## config.mk

```make
export PLATFORM = sky130hd
export DESIGN_NAME = tmr_regif
export DESIGN_NICKNAME = d
export VERILOG_FILES = /design/src/rtl/tmr_regif_pkg.sv /design/src/rtl/tmr_cmd_decode.sv /design/src/rtl/tmr_chan_regs.sv /design/src/rtl/tmr_regif.sv
export SDC_FILE = /design/constraint.sdc
export NUM_CORES = 1
export LEC_CHECK = 0
export BUFFER_PORTS_ARGS = -buffer_cell sky130_fd_sc_hd__buf_4
export CORE_UTILIZATION = 50
export DETAILED_ROUTE_END_ITERATION = 8
export PLACE_DENSITY = 0.72
export SLEW_MARGIN = 20
export SYNTH_ARGS = -nofsm -noshare
export SYNTH_HDL_FRONTEND = slang
export SYNTH_SLANG_ARGS = --single-unit
export TNS_END_PERCENT = 1
```

## constraint.sdc

```tcl
create_clock -name clk -period 2.45 [get_ports clk]
set_input_delay 0.245 -clock clk [delete_from_list [all_inputs] [get_ports clk]]
set_output_delay 0.245 -clock clk [all_outputs]
set_load 0.005 [all_outputs]
```

## src/rtl/tmr_regif_pkg.sv

```systemverilog
package tmr_regif_pkg;

    localparam int NCH_D = 3;
    localparam int BW_D  = 8;
    localparam int CW_D  = 16;
    localparam int MW_D  = 3;

    typedef enum logic [1:0] {
        ACC_LATCH = 2'b00,
        ACC_LO    = 2'b01,
        ACC_HI    = 2'b10,
        ACC_LOHI  = 2'b11
    } acc_e;

    typedef struct packed {
        logic prog;
        logic latch_cnt;
        logic latch_sts;
        logic data_wr;
        logic data_rd;
    } chan_cmd_t;

    typedef struct packed {
        logic       out;
        logic       nullc;
        logic [1:0] acc;
        logic [2:0] mode;
        logic       bcd;
    } status_t;

    function automatic status_t make_status(logic o, acc_e a, logic [2:0] m, logic b);
        status_t s;
        s.out   = o;
        s.nullc = 1'b0;
        s.acc   = a;
        s.mode  = m;
        s.bcd   = b;
        return s;
    endfunction

endpackage

```

## src/rtl/tmr_cmd_decode.sv

```systemverilog
module tmr_cmd_decode
    import tmr_regif_pkg::*;
#(
    parameter int NCH = NCH_D,
    parameter int BW  = BW_D
) (
    input  logic [1:0]                addr,
    input  logic                      wr,
    input  logic                      rd,
    input  logic [BW-1:0]             wdata,
    output chan_cmd_t [NCH-1:0]       cmd
);

    logic ctl_wr;
    logic rb_cmd;

    assign ctl_wr = wr && (addr == 2'd3);
    assign rb_cmd = ctl_wr && (wdata[7:6] == 2'b11);

    always_comb begin
        for (int i = 0; i < NCH; i++) begin
            cmd[i].prog      = ctl_wr && (wdata[7:6] == 2'(i)) && (wdata[5:4] != 2'b00);
            cmd[i].latch_cnt = (ctl_wr && (wdata[7:6] == 2'(i)) && (wdata[5:4] == 2'b00))
                             || (rb_cmd && wdata[i+1] && !wdata[5]);
            cmd[i].latch_sts = rb_cmd && wdata[i+1] && !wdata[4];
            cmd[i].data_wr   = wr && (addr == 2'(i));
            cmd[i].data_rd   = rd && !wr && (addr == 2'(i));
        end
    end

endmodule

```

## src/rtl/tmr_chan_regs.sv

```systemverilog
module tmr_chan_regs
    import tmr_regif_pkg::*;
#(
    parameter int BW = BW_D,
    parameter int CW = CW_D,
    parameter int MW = MW_D
) (
    input  logic          clk,
    input  logic          rst,
    input  chan_cmd_t     cmd,
    input  logic [BW-1:0] wdata,
    input  logic [CW-1:0] cnt_live,
    input  logic          cnt_out,
    output logic          ld_stb,
    output logic [CW-1:0] ld_val,
    output logic [MW-1:0] mode,
    output logic [BW-1:0] rbyte
);

    acc_e          acc_q;
    logic          bcd_q;
    logic          wsel_hi;
    logic          rsel_hi;
    logic [BW-1:0] hold_q;
    logic [CW-1:0] lat_val;
    acc_e          lat_st;
    status_t       sts_q;
    logic          sts_pend;

    always_comb begin
        if (sts_pend)
            rbyte = BW'(sts_q);
        else if (lat_st != ACC_LATCH)
            rbyte = (lat_st == ACC_HI) ? lat_val[CW-1 -: BW] : lat_val[BW-1:0];
        else if (acc_q == ACC_HI || (acc_q == ACC_LOHI && rsel_hi))
            rbyte = cnt_live[CW-1 -: BW];
        else
            rbyte = cnt_live[BW-1:0];
    end

    always_ff @(posedge clk) begin
        if (rst) begin
            acc_q    <= ACC_LOHI;
            mode     <= MW'(3);
            bcd_q    <= 1'b0;
            wsel_hi  <= 1'b0;
            rsel_hi  <= 1'b0;
            hold_q   <= '0;
            lat_val  <= '0;
            lat_st   <= ACC_LATCH;
            sts_q    <= '0;
            sts_pend <= 1'b0;
            ld_stb   <= 1'b0;
            ld_val   <= '0;
        end else begin
            ld_stb <= 1'b0;
            if (cmd.prog) begin
                acc_q   <= acc_e'(wdata[5:4]);
                mode    <= wdata[3:1];
                bcd_q   <= wdata[0];
                wsel_hi <= 1'b0;
                rsel_hi <= 1'b0;
            end
            if (cmd.latch_cnt && lat_st == ACC_LATCH) begin
                lat_val <= cnt_live;
                lat_st  <= acc_q;
            end
            if (cmd.latch_sts && !sts_pend) begin
                sts_q    <= make_status(cnt_out, acc_q, mode, bcd_q);
                sts_pend <= 1'b1;
            end
            if (cmd.data_wr) begin
                unique case (acc_q)
                    ACC_HI: begin
                        ld_stb <= 1'b1;
                        ld_val <= CW'(wdata) << BW;
                    end
                    ACC_LOHI: begin
                        if (wsel_hi) begin
                            ld_stb  <= 1'b1;
                            ld_val  <= CW'({wdata, hold_q});
                            wsel_hi <= 1'b0;
                        end else begin
                            hold_q  <= wdata;
                            wsel_hi <= 1'b1;
                        end
                    end
                    default: begin
                        ld_stb <= 1'b1;
                        ld_val <= CW'(wdata);
                    end
                endcase
            end
            if (cmd.data_rd) begin
                if (sts_pend)
                    sts_pend <= 1'b0;
                else if (lat_st != ACC_LATCH)
                    lat_st <= (lat_st == ACC_LOHI) ? ACC_HI : ACC_LATCH;
                else if (acc_q == ACC_LOHI)
                    rsel_hi <= !rsel_hi;
            end
        end
    end

    AST_LOAD_FROM_WRITE: assert property (@(posedge clk) disable iff (rst)
        ld_stb |-> $past(cmd.data_wr)) else $error("load strobe without write");

    AST_LATCH_FROZEN: assert property (@(posedge clk) disable iff (rst)
        (lat_st != ACC_LATCH) |=> $stable(lat_val)) else $error("frozen count moved");

    AST_STS_KEPT: assert property (@(posedge clk) disable iff (rst)
        (sts_pend && cmd.latch_sts) |=> $stable(sts_q)) else $error("status overwritten");

    AST_STS_FIRST: assert property (@(posedge clk) disable iff (rst)
        (sts_pend && cmd.data_rd) |=> (lat_st == $past(lat_st))) else $error("count consumed before status");

    AST_PROG_REWINDS: assert property (@(posedge clk) disable iff (rst)
        cmd.prog |=> (!wsel_hi && !rsel_hi)) else $error("pointers not rewound");

endmodule

```

## src/rtl/tmr_regif.sv

```systemverilog
module tmr_regif
    import tmr_regif_pkg::*;
#(
    parameter int NCH = NCH_D,
    parameter int BW  = BW_D,
    parameter int CW  = CW_D,
    parameter int MW  = MW_D
) (
    input  logic               clk,
    input  logic               rst,
    input  logic [1:0]         addr,
    input  logic               wr,
    input  logic               rd,
    input  logic [BW-1:0]      wdata,
    output logic [BW-1:0]      rdata,
    input  logic [NCH*CW-1:0]  cnt_live,
    input  logic [NCH-1:0]     cnt_out,
    output logic [NCH-1:0]     ld_stb,
    output logic [NCH*CW-1:0]  ld_val,
    output logic [NCH*MW-1:0]  ch_mode
);

    chan_cmd_t [NCH-1:0]         cmd;
    logic      [NCH-1:0][BW-1:0] rbyte;

    tmr_cmd_decode #(.NCH(NCH), .BW(BW)) u_dec (
        .addr  (addr),
        .wr    (wr),
        .rd    (rd),
        .wdata (wdata),
        .cmd   (cmd)
    );

    for (genvar g = 0; g < NCH; g++) begin : g_ch
        tmr_chan_regs #(.BW(BW), .CW(CW), .MW(MW)) u_ch (
            .clk      (clk),
            .rst      (rst),
            .cmd      (cmd[g]),
            .wdata    (wdata),
            .cnt_live (cnt_live[g*CW +: CW]),
            .cnt_out  (cnt_out[g]),
            .ld_stb   (ld_stb[g]),
            .ld_val   (ld_val[g*CW +: CW]),
            .mode     (ch_mode[g*MW +: MW]),
            .rbyte    (rbyte[g])
        );
    end

    always_comb begin
        rdata = '0;
        if (rd && !wr) begin
            if (addr == 2'd3)
                rdata = '1;
            else
                for (int i = 0; i < NCH; i++)
                    if (addr == 2'(i))
                        rdata = rbyte[i];
        end
    end

    AST_SINGLE_LOAD: assert property (@(posedge clk) disable iff (rst)
        $onehot0(ld_stb)) else $error("more than one load strobe");

    AST_CTL_READ_EMPTY: assert property (@(posedge clk) disable iff (rst)
        (rd && !wr && addr == 2'd3) |-> (rdata == '1)) else $error("control read returned data");

endmodule

```

==> results.json, run 1 <==
{
  "cts-buffers-inserted": 17,
  "synth_mux_area_share_pct": 13.6,
  "globalRouteTotalUtil_pct": 26.3,
  "wl_per_cell_um": 17.1,
  "fin_util_pct": 64.2,
  "drive_gt1_share_pct": 23.0,
  "arrival_ns": 2.16,
  "port-buffer-count": 132,
  "antenna-diode-count": 0,
  "clock.fmax_mhz": 415,
  "setup_viol": 0,
  "finalCritPeriodShare_pct": 98.3,
  "grt-ovfl-total": 0,
  "cts_tree": "built",
  "worstSetupEndpointType": "output pin",
  "final_area_mm2": 0.00979,
  "criticalPathCategory": "flip-flop to output pin",
  "grt_pass1_vias": 6331,
  "placed_area_mm2": 0.00901,
  "ys_ff_latch": 177,
  "die_height_um": 127,
  "period_minus_slack_ns": 2.41,
  "rows": 45,
  "cts.clk_slew.worst_paths_ns": 0.06,
  "max-cap-violations": 0,
  "rsz0062_at_grt": "yes",
  "yosysWarnings": 0,
  "cts.path.max_buffers": 2,
  "synth_edf_count": 0,
  "critPathRequiredTime_ns": 2.20,
  "dr.pass1.iters": 5,
  "synthXorXnorAreaFrac_pct": 0,
  "leakagePower_uw": 0.00386,
  "layout_commonest_cell": "dfxtp_1",
  "syn-mean-instance-area_um2": 8.65,
  "synth_nets": 973,
  "clockRootBuffer": "clkbuf_16",
  "yosysSeqAreaShare_pct": 45.1,
  "gp_congestion": 0.898,
  "drc": 0,
  "synth_top_area_cell": "dfxtp_1",
  "synth.distinct_cells": 53,
  "initial_utilization_pct": 51.5,
  "totalWireLength_mm": 21.2,
  "synth_top_family_by_area": "simple AND/OR/NAND/NOR gates",
  "clk_latency_ns": 0.43,
  "numPlacedInstances": 1202,
  "place_hpwl_mm": 14.4,
  "postRouteAntennaNets": 0,
  "grt_pass1_wl_mm": 33.1,
  "die_x_um": 127,
  "synth.cell_area_mm2": 0.00786,
  "peakVddDrop_mv": 0.525,
  "layoutNonFillerInstCount": 1235,
  "synth_flop_cell": "dfxtp_1",
  "syn_to_final_growth_pct": 24.7,
  "p_per_area_mw_per_mm2": 654,
  "coreArea_mm2": 0.0153,
  "ys_top_cells_by_area": "dfxtp_1 (45%), mux2i_1 (13%), nor2_1 (7.9%), a21oi_1 (4.5%), nand2_1 (3.2%)",
  "final_cell_mix": "dfxtp_1 (170), nor2_1 (164), buf_4 (158), mux2i_1 (99), a21oi_1 (70)",
  "min_path_type": "primary input to flip-flop",
  "start_kind": "flip-flop",
  "ios": 133,
  "htree_levels": 4,
  "antenna_found_initial": 0,
  "worst-r2r-setup-slack_ns": 0.48,
  "final_nets": 1076,
  "viasPerCell": 5.61,
  "synthAdderAreaFrac_pct": 0,
  "crit_fanout": 8,
  "synthArstFlopShare_pct": 0,
  "fp.dieArea_mm2": 0.0162,
  "yosys.area.top_type_share_pct": 45.1,
  "status": "finished clean",
  "synth_compound_area_share_pct": 16.0,
  "drv_slew": 0,
  "holdWs_ns": 0.0544,
  "worst_pin_slew_ns": 0.705,
  "syn_inst": 908,
  "slew_headroom_pct": 53.0,
  "drt_iter0_markers": 483,
  "clock-skew-final_ns": 0.00768,
  "finalPower_uw": 6410,
  "hold_violations": 0,
  "fill_cells": 1342,
  "clock_sinks": 177,
  "vias": 6932,
  "grt_max_degree": 67,
  "synthSimpleGateAreaFrac_pct": 20.2
}
==> area by class of cell <==
class,instances,area [µm²],area share (%)
Sequential cell,177,3550,36.3
Timing Repair Buffer,160,1230,12.5
Inverter,18,67.6,0.690
Tap cell,211,264,2.70
Clock inverter,11,185,1.89
Multi-Input combinational cell,637,4050,41.3
Clock buffer,21,450,4.60
==> layer usage <==
layer  up-vias  track usage (%)  wire [µm]
li1       3400                -          -
met1      3271             35.5       9740
met2       226             41.8       9800
met3        35             5.49       1250
met4         0             8.75        370
met5         -                0          0
==> path summary, 6_finish.rpt <==
kind / from / to / cells past startpoint
max reg2reg: g_ch[1].u_ch.acc_q[1] / g_ch[1].u_ch.hold_q[5] / 6
min reg2reg: g_ch[1].u_ch.ld_val[15] / g_ch[1].u_ch.ld_val[15] / 2
min: cnt_live[13] / g_ch[0].u_ch.lat_val[13] / 3
max: g_ch[2].u_ch.acc_q[0] / rdata[7] / 6
==> where the power goes <==
part | switching (µW) | total (µW) | leakage, µW | internal [µW]
registers | 30.3 | 2950 | 0.00143 | 2920
clock network | 1110 | 2940 | 0.000307 | 1830
logic | 295 | 519 | 0.00213 | 223
total | 1440 | 6410 | 0.00386 | 4970
==> synthesized netlist by cell type, types with 3 or more instances <==
cell,n
a21boi_0,3
and2_1,5
nand2_1,66
buf_2,12
dfxtp_1,177
a211o_1,11
a221o_1,6
or2_2,4
mux2i_1,99
a211oi_1,8
nor2_1,166
a311o_1,6
nand4_1,6
nor2b_1,15
a21oi_1,70
a221oi_1,27
mux2_2,7
nand3_1,39
a311oi_1,9
clkbuf_1,56
o211a_1,3
and3_1,5
buf_4,5
inv_1,17
o211ai_1,4
nor3_1,22
o21ai_0,19
nand2b_1,4
nor4_1,3
==> sequential cells by signal, indices dropped and copies added, names as in the netlist <==
name and cells:
g_ch.u_ch.sts_q 21, g_ch.u_ch.rsel_hi 3, g_ch.u_ch.ld_val 48, g_ch.u_ch.lat_val 48, g_ch.u_ch.mode 9, g_ch.u_ch.bcd_q 3
g_ch.u_ch.wsel_hi 3, g_ch.u_ch.hold_q 24, g_ch.u_ch.sts_pend 3, g_ch.u_ch.acc_q 6, g_ch.u_ch.lat_st 6, g_ch.u_ch.ld_stb 3
==> worst max-delay path, cell delays in order (launching register included) <==
cell,delay [ns]
dfxtp_2,0.37
inv_1,0.08
o21ai_4,0.29
mux2_2,0.39
a221oi_2,0.35
a311oi_2,0.10
buf_4,0.16
==> what timing repair did <==
item	in CTS	in global routing
pin swaps	2	1
cloned	0	0
resized for setup	15	16
hold buffers	0	0
setup buffers	1	0
endpoints found under the setup margin	8	8
==> per-stage QoR <==
step / setup WS (ns) / TNS [ns]
after global placement: 0.294 / 0
final: 0.0410 / 0
after CTS: 0.00724 / 0
after floorplan: 0.528 / 0
after detailed placement: 0.256 / 0
after global routing: -0.0207 / -0.0535
==> cells by family after synthesis <==
| family | count (synthesis) |
|---|---|
| DFF | 177 |
| muxes | 106 |
| AOI/OAI and AO/OA | 180 |
| and+or+nand+nor | 351 |
| buffers and inverters | 94 |
Power figures use the tool's default switching activity.
==> inputs of run 2 (changes only) <==
--- a/config.mk
+++ b/config.mk
@@ -9,6 +9,7 @@
 export CORE_UTILIZATION = 50
 export DETAILED_ROUTE_END_ITERATION = 8
 export PLACE_DENSITY = 0.72
+export RECOVER_POWER = 100
 export SLEW_MARGIN = 20
 export SYNTH_ARGS = -nofsm -noshare
 export SYNTH_HDL_FRONTEND = slang
==> results.json, run 2 (synthesis results as in run 1) <==
{
  "port-buffer-count": 132,
  "grt_max_degree": 67,
  "finalCritPeriodShare_pct": 97.6,
  "place_ws_ns": 0.256,
  "grt_pass1_wl_mm": 33.1,
  "leakagePower_uw": 0.00379,
  "start_kind": "flip-flop",
  "r2r_start": "g_ch[0].u_ch.acc_q[1]",
  "coreArea_mm2": 0.0153,
  "dr.pass1.iters": 5,
  "cts_tree": "built",
  "totalWireLength_mm": 21.1,
  "fp.dieArea_mm2": 0.0162,
  "min_path_type": "primary input to flip-flop",
  "critPathRequiredTime_ns": 2.20,
  "top_usage_layer": "met2",
  "max-cap-violations": 0,
  "die_height_um": 127,
  "worst_pin_slew_ns": 1.17,
  "syn_to_final_growth_pct": 24.0,
  "antenna_found_initial": 0,
  "period_minus_slack_ns": 2.39,
  "hold_depth": 3,
  "status": "finished clean",
  "timing.rr.end": "g_ch[0].u_ch.ld_val[9]",
  "antenna-diode-count": 0,
  "peakVddDrop_mv": 0.528,
  "rsz0062_at_grt": "yes",
  "cts.path.max_buffers": 2,
  "postRouteAntennaNets": 0,
  "setup_viol": 0,
  "reg2reg_depth": 5,
  "layoutNonFillerInstCount": 1235,
  "final_cell_mix": "dfxtp_1 (170), nor2_1 (164), mux2i_1 (99), buf_4 (88), a21oi_1 (70)",
  "vias": 6920,
  "gr-usage-met2_pct": 41.8,
  "seq_area_mm2": 0.00355,
  "worst-r2r-setup-slack_ns": 0.39,
  "largest_registers": "g_ch.u_ch.lat_val: 48 flops, g_ch.u_ch.ld_val: 48 flops, g_ch.u_ch.hold_q: 24 flops",
  "initial_utilization_pct": 51.5,
  "met3_usage_pct": 5.49,
  "fin_ws_ns": 0.0588,
  "die_x_um": 127,
  "wl_per_cell_um": 17.1,
  "holdPathEnd": "g_ch[0].u_ch.lat_val[13]",
  "cts.clk_slew.worst_paths_ns": 0.06,
  "drc": 0,
  "globalRouteTotalUtil_pct": 26.3,
  "clock_sinks": 177,
  "viasPerCell": 5.60,
  "arrival_ns": 2.15,
  "slowest_delay_ns": 0.41,
  "numPlacedInstances": 1202,
  "gp_congestion": 0.898,
  "htree_levels": 4,
  "grt-ovfl-total": 0,
  "fill_cells": 1354,
  "cpMaxStageDelayCell": "mux2_2",
  "cp_cell_sequence": "inv_1, o21ai_4, mux2_2, a221oi_4, a311oi_2, buf_4",
  "met1_usage_pct": 35.5,
  "worstSetupEndpointType": "output pin",
  "layout_commonest_cell": "dfxtp_1",
  "drt_iter0_markers": 454,
  "rows": 45,
  "crit_fanout": 8,
  "hold_start": "cnt_live[13]",
  "final_nets": 1076,
  "slew_headroom_pct": 21.7,
  "fin_util_pct": 63.8,
  "clk_latency_ns": 0.43,
  "clock-skew-final_ns": 0.00858,
  "place_hpwl_mm": 14.4,
  "p_per_area_mw_per_mm2": 658,
  "multi_input_area_mm2": 0.00404,
  "cts-buffers-inserted": 17,
  "drv_slew": 0,
  "grt_pass1_vias": 6331,
  "drive_gt1_share_pct": 22.1,
  "ios": 133,
  "clockRootBuffer": "clkbuf_16",
  "clock.fmax_mhz": 418,
  "criticalPathCategory": "flip-flop to output pin",
  "hold_violations": 0
}
==> run 2: cell types whose count changed in the layout (fill, tap and decap cells not counted), moves of 6 or more <==
cell      delta
clkbuf_2     +6
buf_4       -70
clkbuf_1     +9
clkbuf_4    +55
==> run 2: area by class of cell <==
cell class | instances | area share, %
clock buffers | 21 | 4.62
clock inverters | 11 | 1.90
inverters | 18 | 0.694
multi-input cells | 637 | 41.5
flip-flops and latches | 177 | 36.5
well taps | 211 | 2.71
repair buffers | 160 | 12.1
==> run 2: where the power goes <==
| part | leakage [µW] | switching [µW] | internal, µW |
|---|---|---|---|
| Clock | 0.000307 | 1120 | 1830 |
| Combinational | 0.00206 | 294 | 220 |
| Sequential | 0.00143 | 29.9 | 2920 |
==> run 2: critical path, delay by kind of cell, from the launching register on <==
kind	cells	cell delay [ns]
flops	1	0.37
compound gates	3	0.68
buf+inv	2	0.24
mux	1	0.41
==> run 2: how the worst max path moves through the flow <==
stage	from	end	slack (ns)	cells after the start
global placement	g_ch[1].u_ch.acc_q[0]	rdata[4]	0.29	6
detailed placement	g_ch[1].u_ch.acc_q[0]	rdata[4]	0.26	6
finish	g_ch[2].u_ch.acc_q[0]	rdata[3]	0.06	6
global route	g_ch[0].u_ch.acc_q[0]	rdata[1]	-0.02	6
CTS	g_ch[0].u_ch.lat_st[1]	rdata[1]	0.007	5
floorplan	g_ch[1].u_ch.lat_st[1]	rdata[5]	0.53	6
==> run 2: through the flow <==
stage | TNS (ns) | cell area [µm²] | hold WS, ns | power, µW
after floorplan | 0 | 7860 | 0.384 | 3280
after global placement | 0 | 9010 | 0.439 | 3500
after detailed placement | 0 | 9010 | 0.445 | 3500
after CTS | 0 | 9720 | 0.0404 | 6440
after global routing | -0.0535 | 9740 | 0.0560 | 6590
final | 0 | 9740 | 0.0533 | 6410
==> run 2: metal layers <==
layer | part of all wire [%] | wire, µm | vias to the layer above
li1 | - | - | 3402
met1 | 45 | 9600 | 3252
met2 | 47 | 9880 | 231
met3 | 6.1 | 1290 | 35
met4 | 1.7 | 365 | 0
met5 | 0 | 0 | -
==> run 2: timing repair <==
item / CTS / global route
hold buffers: 0 / 0
endpoints found under the setup margin: 8 / 8
gates resized for setup: 15 / 16
setup buffers: 1 / 0
hold endpoints to repair: 0 / 0
pin swaps: 2 / 1
